==> src/rtl/pcm_frame_pkg.sv <==
package pcm_frame_pkg;

    typedef enum logic {
        FMT_SHORT = 1'b0,
        FMT_LONG  = 1'b1
    } sync_fmt_e;

    // Per-cycle position events decoded from the frame counters
    typedef struct packed {
        logic bit_rise;     // bclk rises at this edge
        logic bit_fall;     // bclk falls at this edge
        logic frame_start;  // first edge of bit period 0
        logic in_slot;      // current bit period is a data bit
        logic slot_last;    // current bit period is the last data bit
    } tick_s;

    function automatic logic sync_level(sync_fmt_e fmt, logic in_slot, logic pre_slot);
        return (fmt == FMT_LONG) ? in_slot : pre_slot;
    endfunction

endpackage

==> src/rtl/pcm_timebase.sv <==
module pcm_timebase
    import pcm_frame_pkg::*;
#(
    parameter int CLK_DIV    = 4,
    parameter int FRAME_BITS = 256,
    parameter int SLOT_BITS  = 8
) (
    input  logic      clk_i,
    input  logic      rst_i,
    input  logic      fmt_long_i,
    output tick_s     tick_o,
    output logic      bclk_o,
    output logic      sync_o
);
    localparam int PH_W = $clog2(CLK_DIV);
    localparam int BC_W = $clog2(FRAME_BITS);
    localparam logic [PH_W-1:0] PH_LAST  = PH_W'(CLK_DIV - 1);
    localparam logic [PH_W-1:0] PH_HALF  = PH_W'(CLK_DIV / 2);
    localparam logic [BC_W-1:0] BC_LAST  = BC_W'(FRAME_BITS - 1);
    localparam logic [BC_W-1:0] SLOT_END = BC_W'(SLOT_BITS);
    localparam logic [BC_W-1:0] SLOT_TOP = BC_W'(SLOT_BITS - 1);

    logic [PH_W-1:0] ph;
    logic [BC_W-1:0] bcnt;
    sync_fmt_e       fmt_q;
    sync_fmt_e       fmt_eff;
    logic            pre_slot;

    always_comb begin
        tick_o.bit_rise    = (ph == '0);
        tick_o.bit_fall    = (ph == PH_HALF);
        tick_o.frame_start = (ph == '0) && (bcnt == '0);
        tick_o.in_slot     = (bcnt < SLOT_END);
        tick_o.slot_last   = (bcnt == SLOT_TOP);
        pre_slot           = (bcnt == BC_LAST);
        fmt_eff            = tick_o.frame_start ? sync_fmt_e'(fmt_long_i) : fmt_q;
    end

    always_ff @(posedge clk_i) begin
        if (rst_i) begin
            ph     <= '0;
            bcnt   <= '0;
            fmt_q  <= FMT_SHORT;
            bclk_o <= 1'b0;
            sync_o <= 1'b0;
        end else begin
            if (ph == PH_LAST) begin
                ph   <= '0;
                bcnt <= (bcnt == BC_LAST) ? '0 : bcnt + 1'b1;
            end else begin
                ph <= ph + 1'b1;
            end
            if (tick_o.frame_start)
                fmt_q <= fmt_eff;
            bclk_o <= (ph < PH_HALF);
            sync_o <= sync_level(fmt_eff, tick_o.in_slot, pre_slot);
        end
    end

    // phase counter advances by one inside a bit period
    a_r1_phase_step: assert property (@(posedge clk_i) disable iff (rst_i)
        (ph != PH_LAST) |=> (ph == PH_W'($past(ph) + 1'b1)));

    // frame wraps to bit period 0 after the last bit period
    a_r2_frame_wrap: assert property (@(posedge clk_i) disable iff (rst_i)
        (ph == PH_LAST && bcnt == BC_LAST) |=> (ph == '0 && bcnt == '0));

    // format held steady between frame starts
    a_r11_fmt_hold: assert property (@(posedge clk_i) disable iff (rst_i)
        !tick_o.frame_start |=> $stable(fmt_q));

endmodule

==> src/rtl/pcm_tx_slot.sv <==
module pcm_tx_slot #(
    parameter int SLOT_BITS = 8
) (
    input  logic                 clk_i,
    input  logic                 rst_i,
    input  logic                 bit_rise_i,
    input  logic                 frame_start_i,
    input  logic                 in_slot_i,
    input  logic [SLOT_BITS-1:0] tx_data_i,
    output logic                 sdo_o,
    output logic                 sdo_oe_o
);
    logic [SLOT_BITS-1:0] sh;

    always_ff @(posedge clk_i) begin
        if (rst_i) begin
            sh       <= '0;
            sdo_o    <= 1'b0;
            sdo_oe_o <= 1'b0;
        end else if (bit_rise_i) begin
            if (frame_start_i) begin
                sdo_o    <= tx_data_i[SLOT_BITS-1];
                sh       <= {tx_data_i[SLOT_BITS-2:0], 1'b0};
                sdo_oe_o <= 1'b1;
            end else if (in_slot_i) begin
                sdo_o    <= sh[SLOT_BITS-1];
                sh       <= {sh[SLOT_BITS-2:0], 1'b0};
                sdo_oe_o <= 1'b1;
            end else begin
                sdo_o    <= 1'b0;
                sdo_oe_o <= 1'b0;
            end
        end
    end

    // data line quiet while the pad floats
    a_r5_quiet_when_off: assert property (@(posedge clk_i) disable iff (rst_i)
        !sdo_oe_o |-> !sdo_o);

endmodule

==> src/rtl/pcm_rx_slot.sv <==
module pcm_rx_slot #(
    parameter int SLOT_BITS = 8
) (
    input  logic                 clk_i,
    input  logic                 rst_i,
    input  logic                 bit_fall_i,
    input  logic                 in_slot_i,
    input  logic                 slot_last_i,
    input  logic                 sdi_i,
    output logic [SLOT_BITS-1:0] rx_data_o,
    output logic                 rx_valid_o
);
    logic [SLOT_BITS-1:0] rsh;
    logic [SLOT_BITS-1:0] rsh_next;

    assign rsh_next = {rsh[SLOT_BITS-2:0], sdi_i};

    always_ff @(posedge clk_i) begin
        if (rst_i) begin
            rsh        <= '0;
            rx_data_o  <= '0;
            rx_valid_o <= 1'b0;
        end else begin
            rx_valid_o <= 1'b0;
            if (bit_fall_i && in_slot_i) begin
                rsh <= rsh_next;
                if (slot_last_i) begin
                    rx_data_o  <= rsh_next;
                    rx_valid_o <= 1'b1;
                end
            end
        end
    end

    // strobe lasts one clock
    a_r8_valid_pulse: assert property (@(posedge clk_i) disable iff (rst_i)
        rx_valid_o |=> !rx_valid_o);

    // received word held between strobes
    a_r8_rx_hold: assert property (@(posedge clk_i) disable iff (rst_i)
        !rx_valid_o |-> $stable(rx_data_o));

endmodule

==> src/rtl/pcm_frame_master.sv <==
module pcm_frame_master
    import pcm_frame_pkg::*;
#(
    parameter int CLK_DIV    = 4,
    parameter int FRAME_BITS = 256,
    parameter int SLOT_BITS  = 8
) (
    input  logic                 clk_i,
    input  logic                 rst_i,
    input  logic                 fmt_long_i,
    input  logic                 sdi_i,
    input  logic [SLOT_BITS-1:0] tx_data_i,
    output logic                 bclk_o,
    output logic                 sync_o,
    output logic                 sdo_o,
    output logic                 sdo_oe_o,
    output logic [SLOT_BITS-1:0] rx_data_o,
    output logic                 rx_valid_o
);
    tick_s tick;

    pcm_timebase #(
        .CLK_DIV    (CLK_DIV),
        .FRAME_BITS (FRAME_BITS),
        .SLOT_BITS  (SLOT_BITS)
    ) u_timebase (
        .clk_i      (clk_i),
        .rst_i      (rst_i),
        .fmt_long_i (fmt_long_i),
        .tick_o     (tick),
        .bclk_o     (bclk_o),
        .sync_o     (sync_o)
    );

    pcm_tx_slot #(
        .SLOT_BITS (SLOT_BITS)
    ) u_tx (
        .clk_i         (clk_i),
        .rst_i         (rst_i),
        .bit_rise_i    (tick.bit_rise),
        .frame_start_i (tick.frame_start),
        .in_slot_i     (tick.in_slot),
        .tx_data_i     (tx_data_i),
        .sdo_o         (sdo_o),
        .sdo_oe_o      (sdo_oe_o)
    );

    pcm_rx_slot #(
        .SLOT_BITS (SLOT_BITS)
    ) u_rx (
        .clk_i       (clk_i),
        .rst_i       (rst_i),
        .bit_fall_i  (tick.bit_fall),
        .in_slot_i   (tick.in_slot),
        .slot_last_i (tick.slot_last),
        .sdi_i       (sdi_i),
        .rx_data_o   (rx_data_o),
        .rx_valid_o  (rx_valid_o)
    );

    // sync edges only coincide with bclk rising edges
    a_r3_sync_on_rise: assert property (@(posedge clk_i) disable iff (rst_i)
        !$stable(sync_o) |-> $rose(bclk_o));

    // pad drive starts on a bclk rising edge
    a_r5_oe_on_rise: assert property (@(posedge clk_i) disable iff (rst_i)
        $rose(sdo_oe_o) |-> $rose(bclk_o));

    // driven data changes only with bclk rising
    a_r6_sdo_on_rise: assert property (@(posedge clk_i) disable iff (rst_i)
        (sdo_oe_o && $past(sdo_oe_o) && !$stable(sdo_o)) |-> $rose(bclk_o));

    // strobe follows a bclk falling edge
    a_r7_valid_on_fall: assert property (@(posedge clk_i) disable iff (rst_i)
        $rose(rx_valid_o) |-> $fell(bclk_o));

endmodule

==> config.mk <==
export PLATFORM = sky130hd
export DESIGN_NAME = pcm_frame_master
export DESIGN_NICKNAME = d
export VERILOG_FILES = /design/src/rtl/pcm_frame_pkg.sv /design/src/rtl/pcm_timebase.sv /design/src/rtl/pcm_tx_slot.sv /design/src/rtl/pcm_rx_slot.sv /design/src/rtl/pcm_frame_master.sv
export SDC_FILE = /design/constraint.sdc
export NUM_CORES = 1
export LEC_CHECK = 0
export ABC_AREA = 1
export BUFFER_PORTS_ARGS = -buffer_cell sky130_fd_sc_hd__buf_2
export CAP_MARGIN = 20
export CORE_ASPECT_RATIO = 1.75
export CORE_MARGIN = 3
export CORE_UTILIZATION = 45
export CTS_CLUSTER_SIZE = 12
export DETAILED_ROUTE_END_ITERATION = 7
export PLACE_DENSITY = 0.65
export SYNTH_ARGS = -nofsm -noshare
export SYNTH_HDL_FRONTEND = slang
export SYNTH_SLANG_ARGS = --single-unit
export TNS_END_PERCENT = 20
==> constraint.sdc <==
create_clock -name clk_i -period 2.5 [get_ports clk_i]
set_clock_uncertainty 0.2 [all_clocks]
set_input_delay 0.375 -clock clk_i [delete_from_list [all_inputs] [get_ports clk_i]]
set_output_delay 0.375 -clock clk_i [all_outputs]
set_load 0.02 [all_outputs]
==> results of run 1 <==
sequential cells by signal (all words and copies together), names as in the netlist:
| signal | cells |
|---|---|
| u_rx.rsh | 7 |
| u_rx.rx_data_o | 8 |
| u_rx.rx_valid_o | 1 |
| u_timebase.bclk_o | 1 |
| u_timebase.bcnt | 8 |
| u_timebase.fmt_q | 1 |
| u_timebase.ph | 2 |
| u_timebase.sync_o | 1 |
| u_tx.sdo_o | 1 |
| u_tx.sdo_oe_o | 1 |
| u_tx.sh | 7 |
report_power, final:
| group | internal [W] | switching (W) | total, W |
|---|---|---|---|
| registers | 0.000654 | 0.0000272 | 0.000681 |
| clock network | 0.000293 | 0.000214 | 0.000507 |
| logic | 0.0000701 | 0.000124 | 0.000194 |
per-stage QoR:
step,setup WS (ps),total power (W),instance area [sq um],instances,util
floorplan,1040,0.000843,1670,227,-
global placement,829,0.000889,1820,291,0.525
detailed placement,804,0.000892,1820,291,0.525
CTS,783,0.00140,1930,299,0.557
global route,591,0.00146,1930,299,0.557
finish,788,0.00138,1930,299,0.557
per-layer routing:
| layer | GRT usage | vias up |
|---|---|---|
| met5 | 0 | - |
| met4 | 0.0907 | 0 |
| met3 | 0.0361 | 5 |
| met2 | 0.308 | 18 |
| met1 | 0.177 | 634 |
| li1 | - | 770 |
cell usage after synthesis (all sizes together):
master / number
dfxtp: 38
nor3b: 1
nand2: 47
o21bai: 1
a21boi: 1
inv: 22
a21oi: 8
clkinv: 1
nor2: 51
ha: 5
buf: 5
nand3: 20
o21ai: 19
clkbuf: 1
nor3: 7
logic make-up (layout without fill, tap and decap cells):
kind of cell	Yosys count	in the layout
flops	38	38
buf+inv	29	56
compound gates	29	29
simple gates	126	126
fa+ha+maj	5	5
worst min path at each step:
stage                         to  slack (ps)  depth (start not counted)
2_1_floorplan   u_timebase.ph[0]         220                          1
3_3_place_gp    u_timebase.ph[0]         240                          1
3_5_place_dp   u_rx.rx_data_o[1]         250                          2
4_1_cts        u_rx.rx_data_o[0]          90                          3
5_1_grt        u_rx.rx_data_o[0]         110                          3
6_report       u_rx.rx_data_o[0]         100                          3
worst max-delay path, stage by stage (launching register included):
cell,delay (ps)
dfxtp_1,340
inv_1,80
ha_1,350
nand2_1,100
nor2_1,180
nand3_1,140
a21oi_1,170
nor2_1,60
layout by cell type (no fill, tap or decap):
cell type	Yosys	routed
clkinv_2	1	3
nor2_1	47	47
nor3_1	6	6
nand2_2	3	3
buf_2	4	24
clkbuf_8	0	5
a21boi_2	1	1
ha_1	5	5
o21bai_1	1	1
buf_4	0	1
a21oi_1	8	8
dfxtp_1	38	38
o21ai_0	19	19
nor3_4	1	1
nand2_1	42	42
nand3_1	20	20
nor2_8	1	1
nand2_4	2	2
inv_1	18	18
nor2_4	1	1
nor2_2	2	2
inv_2	4	4
nor3b_1	1	1
bufinv_16	0	1
final cells by class:
cell class | count | area share
Inverter | 23 | 0.0454
Clock buffer | 5 | 0.0356
Tap cell | 45 | 0.0292
Clock inverter | 3 | 0.0207
Multi-Input combinational cell | 160 | 0.409
Timing Repair Buffer | 25 | 0.0661
Sequential cell | 38 | 0.394
==> results by group, run 1 <==
Clock network
  – Hold buffers post-CTS: 0
  – Worst-path clk slew: roughly 70 ps
  – Root buf cell: clkbuf_8
  – # Post-CTS Setup Buffers: 0
  – Clk sinks: 38
  – H-tree level count: 2
  – Num CTS Buffers: 5
  – CTS tree: built
  – Resized Gates After CTS: 0
  – Worst skew pair latency: 290 ps
  – CTS max path bufs: 2

Synth
  – Mapped Cells: 227
  – Largest family of logic cells by synthesized area: simple AND/OR/NAND/NOR gates
  – Syn nets: 244
  – Post-synthesis compound-gate area fraction: 0.0920
  – Post-Syn Area: around 1700 sq um
  – Fraction of the mapped netlist area in adder cells: 0.0374
  – Synth Area in XOR/XNOR: 0
  – Top cell type's share of synthesized area: 0.455
  – Largest cells by area after synthesis: dfxtp_1 (45%), nor2_1 (11%), nand2_1 (9.4%), nand3_1 (6.0%), o21ai_0 (5.7%)
  – Fraction of the mapped netlist area in simple logic gates: 0.343
  – Sequential area share after synthesis: 0.455
  – Syn. warnings: 0
  – Netlist cell types: 23
  – Multiplexer area fraction after synthesis: 0
  – Mean Syn Cell Area: around 7.4 sq um
  – Seq cells post-synth: 38
  – Yosys top cell by area: dfxtp_1

Drt
  – Post-detailed-route wirelength per cell: 11.3 microns
  – Top Layer Used: met4
  – Routed WL: 3380 microns
  – Met3 routed WL: approximately 93 microns
  – Initial DRC count: 25
  – DR vias: 1427
  – DR DRC count: 0
  – Vias/cell: 4.77
  – Routed Antenna Nets: 0
  – DRT met1 WL: 1380 microns
  – Initial DRT Pass Iterations: 4
  – Met2 WL: 1830 microns

Setup path
  – R2R cell count: 7
  – Arr. time, crit path: 1700 ps
  – WS Path Type: reg2reg
  – Worst setup SP type: flip-flop
  – Crit path to: u_timebase.sync_o
  – Endpoint type of the worst setup path: flip-flop
  – Worst R2R End: u_timebase.sync_o
  – Max Fanout on Critical Path: 10
  – R2r startpoint: u_timebase.bcnt[0]
  – Critical path origin: u_timebase.bcnt[0]
  – Worst R2R Setup Slack: 790 ps
  – CP Data Required Time: 2490 ps

STA
  – Fin crit share: 0.685
  – Final hold vios: 0
  – Fmax: a little under 600 MHz
  – Worst slew pin tran: between 300 and 400 ps
  – Final Hold Slack: 99.0 ps
  – Setup TNS: 0 ps
  – Minimum clock period: around 1700 ps
  – Slew headroom: 0.754
  – Unrepaired setup endpoints after global routing: no
  – Fin. max-slew vios: 0
  – Final setup vio count: 0

Floorplan
  – Die Area: about 4500 sq um
  – Initial Utilization: 0.482
  – FP Rows: 28
  – Core ar.: 3470 sq um
  – Boundary Pins: 25
  – Die X: 52.1 microns
  – Die H: 86.7 microns

Pwr
  – Static leakage: 0.966 nW
  – Peak supply drop: 0.487 mV
  – Pwr Density: 716 nW/um^2

Place
  – Port Buffers: 24
  – Routability Congestion: 0.832
  – Detailed placement HPWL: approximately 2600 microns

Status
  – Status: finished, final reports clean

GRT
  – Initial antenna violation count: 0
  – Grt ovf: 0
  – Global-route wire length before repair: 5820 microns
  – Total GRT Usage: 0.171
  – Vias in the first global route: ~1400
  – Largest net degree at the start of global routing: 17

Final layout
  – Final nets: 270
  – Multi-input logic area: slightly below 800 sq um
  – Antenna Diode Count: 0
  – Register area: roughly 760 sq um
  – P&R area growth vs syn: 15.4%
  – Fraction of layout cells with a size suffix above 1: 0.193
  – Fillers: 366

Hold path
  – HP Class: in2reg
  – Hold Crit Start: sdi_i

Job
  – Max Cap Viol: 0
Power figures use the tool's default switching activity.
==> run 2, diff against run 1 <==
--- a/config.mk
+++ b/config.mk
@@ -13,7 +13,7 @@
 export CORE_UTILIZATION = 45
 export CTS_CLUSTER_SIZE = 12
 export DETAILED_ROUTE_END_ITERATION = 7
-export PLACE_DENSITY = 0.65
+export PLACE_DENSITY = 0.68
 export SYNTH_ARGS = -nofsm -noshare
 export SYNTH_HDL_FRONTEND = slang
 export SYNTH_SLANG_ARGS = --single-unit
==> constraint.sdc (replaced) <==
create_clock -name clk_i -period 1.4 [get_ports clk_i]
set_clock_uncertainty 0.2 [all_clocks]
set_input_delay 0.21 -clock clk_i [delete_from_list [all_inputs] [get_ports clk_i]]
set_output_delay 0.21 -clock clk_i [all_outputs]
set_load 0.02 [all_outputs]
==> run 2 against run 1 <==
Against the previous run:
- the flow now finishes with violations (setup timing)
- final area rose by 20%
- critical path depth fell by 1
- hold slack got worse by 55 ps
- largest cell class unchanged
==> results by group, run 2 (synthesized netlist as in run 1, its figures left out) <==
STA
  – Final hold vios: 0
  – Slew headroom: 0.832
  – Minimum clock period: 1470 ps
  – Final Hold Slack: 44.2 ps
  – Unrepaired setup endpoints after global routing: yes
  – Fmax: 681 MHz
  – Final setup vio count: 6
  – Post-route setup slack: -68.6 ps
  – Worst slew pin tran: 251 ps
  – Fin crit share: 1.05
  – Fin. max-slew vios: 0

Setup path
  – Critical path cell sequence: ha_2 > nand2_1 > nor2_2 > nand3_1 > o21bai_1 > a21boi_2
  – Crit path to: u_timebase.bcnt[7]
  – Max Fanout on Critical Path: 4
  – R2r startpoint: u_timebase.ph[1]
  – WS Path Type: reg2reg
  – Critical Path Slowest Stage Cell: dfxtp_2
  – R2R cell count: 6
  – Endpoint type of the worst setup path: flip-flop
  – Critical path origin: u_timebase.ph[1]
  – Worst R2R Setup Slack: -70 ps
  – Worst setup SP type: flip-flop
  – CP max stage delay: roughly 360 ps
  – CP Data Required Time: 1420 ps
  – Arr. time, crit path: between 1000 and 1500 ps
  – Worst R2R End: u_timebase.bcnt[7]

Final layout
  – Final nets: 297
  – Final core utilization: 0.666
  – Fraction of layout cells with a size suffix above 1: 0.374
  – Most frequent cells in the layout: nor2_1 (42), nand2_1 (38), dfxtp_1 (32), buf_2 (24), buf_4 (23)
  – P&R area growth vs syn: 38.0%
  – Fillers: 304
  – Commonest non-fill, non-tap cell in the layout: nor2_1
  – Antenna Diode Count: 0
  – Top flop regs: u_rx.rx_data_o: 8 flops, u_timebase.bcnt: 8 flops

Clock network
  – CTS max path bufs: 2
  – Clk sinks: 38
  – CTS tree: built
  – H-tree level count: 2
  – Worst skew pair latency: 290 ps
  – Root buf cell: clkbuf_8
  – Worst-path clk slew: 80 ps
  – Num CTS Buffers: 5

Floorplan
  – Initial Utilization: 0.482
  – Die H: 86.7 microns
  – Die X: 52.1 microns
  – Die Area: 4510 sq um
  – Core ar.: 3470 sq um
  – Boundary Pins: 25
  – FP Rows: 28

Pwr
  – Peak supply drop: 0.806 mV
  – Pwr Density: 1210 nW/um^2
  – Combinational power share: 0.162
  – Sw frac: 0.258
  – Power Internal: 0.00207 W
  – Part of the power in the clock network: 0.401
  – Seq pwr share: 0.437
  – Static leakage: 1.13 nW
  – Net switching power: ~0.0007 W

GRT
  – Initial antenna violation count: 0
  – Grt ovf: 0
  – Total GRT Usage: 0.188
  – Largest net degree at the start of global routing: 25
  – Global-route wire length before repair: 6440 microns
  – Vias in the first global route: between 1500 and 2000

Drt
  – Met2 WL: about 2100 microns
  – Routed WL: 3850 microns
  – DR DRC count: 0
  – Initial DRC count: 35
  – Post-detailed-route wirelength per cell: 11.8 microns
  – DRT met1 WL: ~1500 microns
  – Routed Antenna Nets: 0
  – Top Layer Used: met4
  – Vias/cell: 4.94
  – DR vias: 1611
  – Met3 routed WL: around 140 microns
  – Initial DRT Pass Iterations: 4

Status
  – Failing checks: setup timing
  – Status: finished with violations

Place
  – Routability Congestion: 0.897
  – Detailed placement HPWL: between 2000 and 2500 microns
  – Port Buffers: 24

Hold path
  – HP Class: in2reg

Job
  – Max Cap Viol: 0
## run 2: changes by cell type in the layout (fill, tap and decap cells not counted), sizes merged
cell,delta
nand2,+1
dlygate4sd3,+2
clkinv,-1
bufinv,+1
buf,+24
## run 2: timing repair
item	CTS	global route
pin swaps	13	8
hold buffers	2	0
setup buffers	5	1
hold endpoints to repair	3	0
cloned	1	0
endpoints found under the setup margin	31	33
gates resized for setup	30	15
## run 2: per-stage QoR
stage	area [sq um]	power (W)	instances	setup TNS [ps]	worst slack, ps
6_report	2310	0.00279	326	-99.9	-68.6
5_1_grt	2310	0.00292	326	-2430	-145
4_1_cts	2260	0.00280	325	-565	-53.8
3_5_place_dp	1980	0.00164	309	-1300	-96.9
3_3_place_gp	1980	0.00163	309	-1300	-94.1
2_1_floorplan	1690	0.00151	227	-37.5	-21.9
## run 2: cell type report
| class | count | area [sq um] | share of cell area |
|---|---|---|---|
| repair buffers | 51 | 344 | 0.149 |
| multi-input cells | 161 | 905 | 0.392 |
| well taps | 45 | 56.3 | 0.0244 |
| flip-flops and latches | 38 | 773 | 0.335 |
| clock buffers | 5 | 68.8 | 0.0298 |
| inverters | 23 | 92.6 | 0.0401 |
| clock inverters | 3 | 68.8 | 0.0298 |
## run 2: routing by layer
metal / up-vias / global-route usage
met5: - / 0
met4: 0 / 0.0979
met3: 15 / 0.0413
met2: 36 / 0.340
met1: 731 / 0.193
li1: 829 / -
## run 2: critical path, delay by kind of cell (launching register included)
kind	cells	cell delay, ps
flip-flops	1	360
adder cells (fa/ha/maj)	1	200
AND/OR/NAND/NOR	3	330
AO/OA/AOI/OAI	2	310
## run 2: how the worst min path moves through the flow
stage	endpoint	start	cells past startpoint
2_1_floorplan	u_rx.rx_data_o[0]	sdi_i	2
3_3_place_gp	u_rx.rx_data_o[0]	sdi_i	3
3_5_place_dp	u_rx.rx_data_o[0]	sdi_i	3
4_1_cts	u_timebase.bclk_o	rst_i	3
5_1_grt	u_timebase.bclk_o	rst_i	3
6_report	u_timebase.bclk_o	rst_i	3
## run 2: power groups by stage
| stage | clock network (W) | registers, W | logic [W] |
|---|---|---|---|
| 5_1_grt | 0.00117 | 0.00123 | 0.000517 |
| 3_3_place_gp | 0 | 0.00124 | 0.000395 |
| 2_1_floorplan | 0 | 0.00125 | 0.000258 |
| 6_report | 0.00112 | 0.00122 | 0.000454 |
| 4_1_cts | 0.00114 | 0.00122 | 0.000439 |
| 3_5_place_dp | 0 | 0.00124 | 0.000400 |
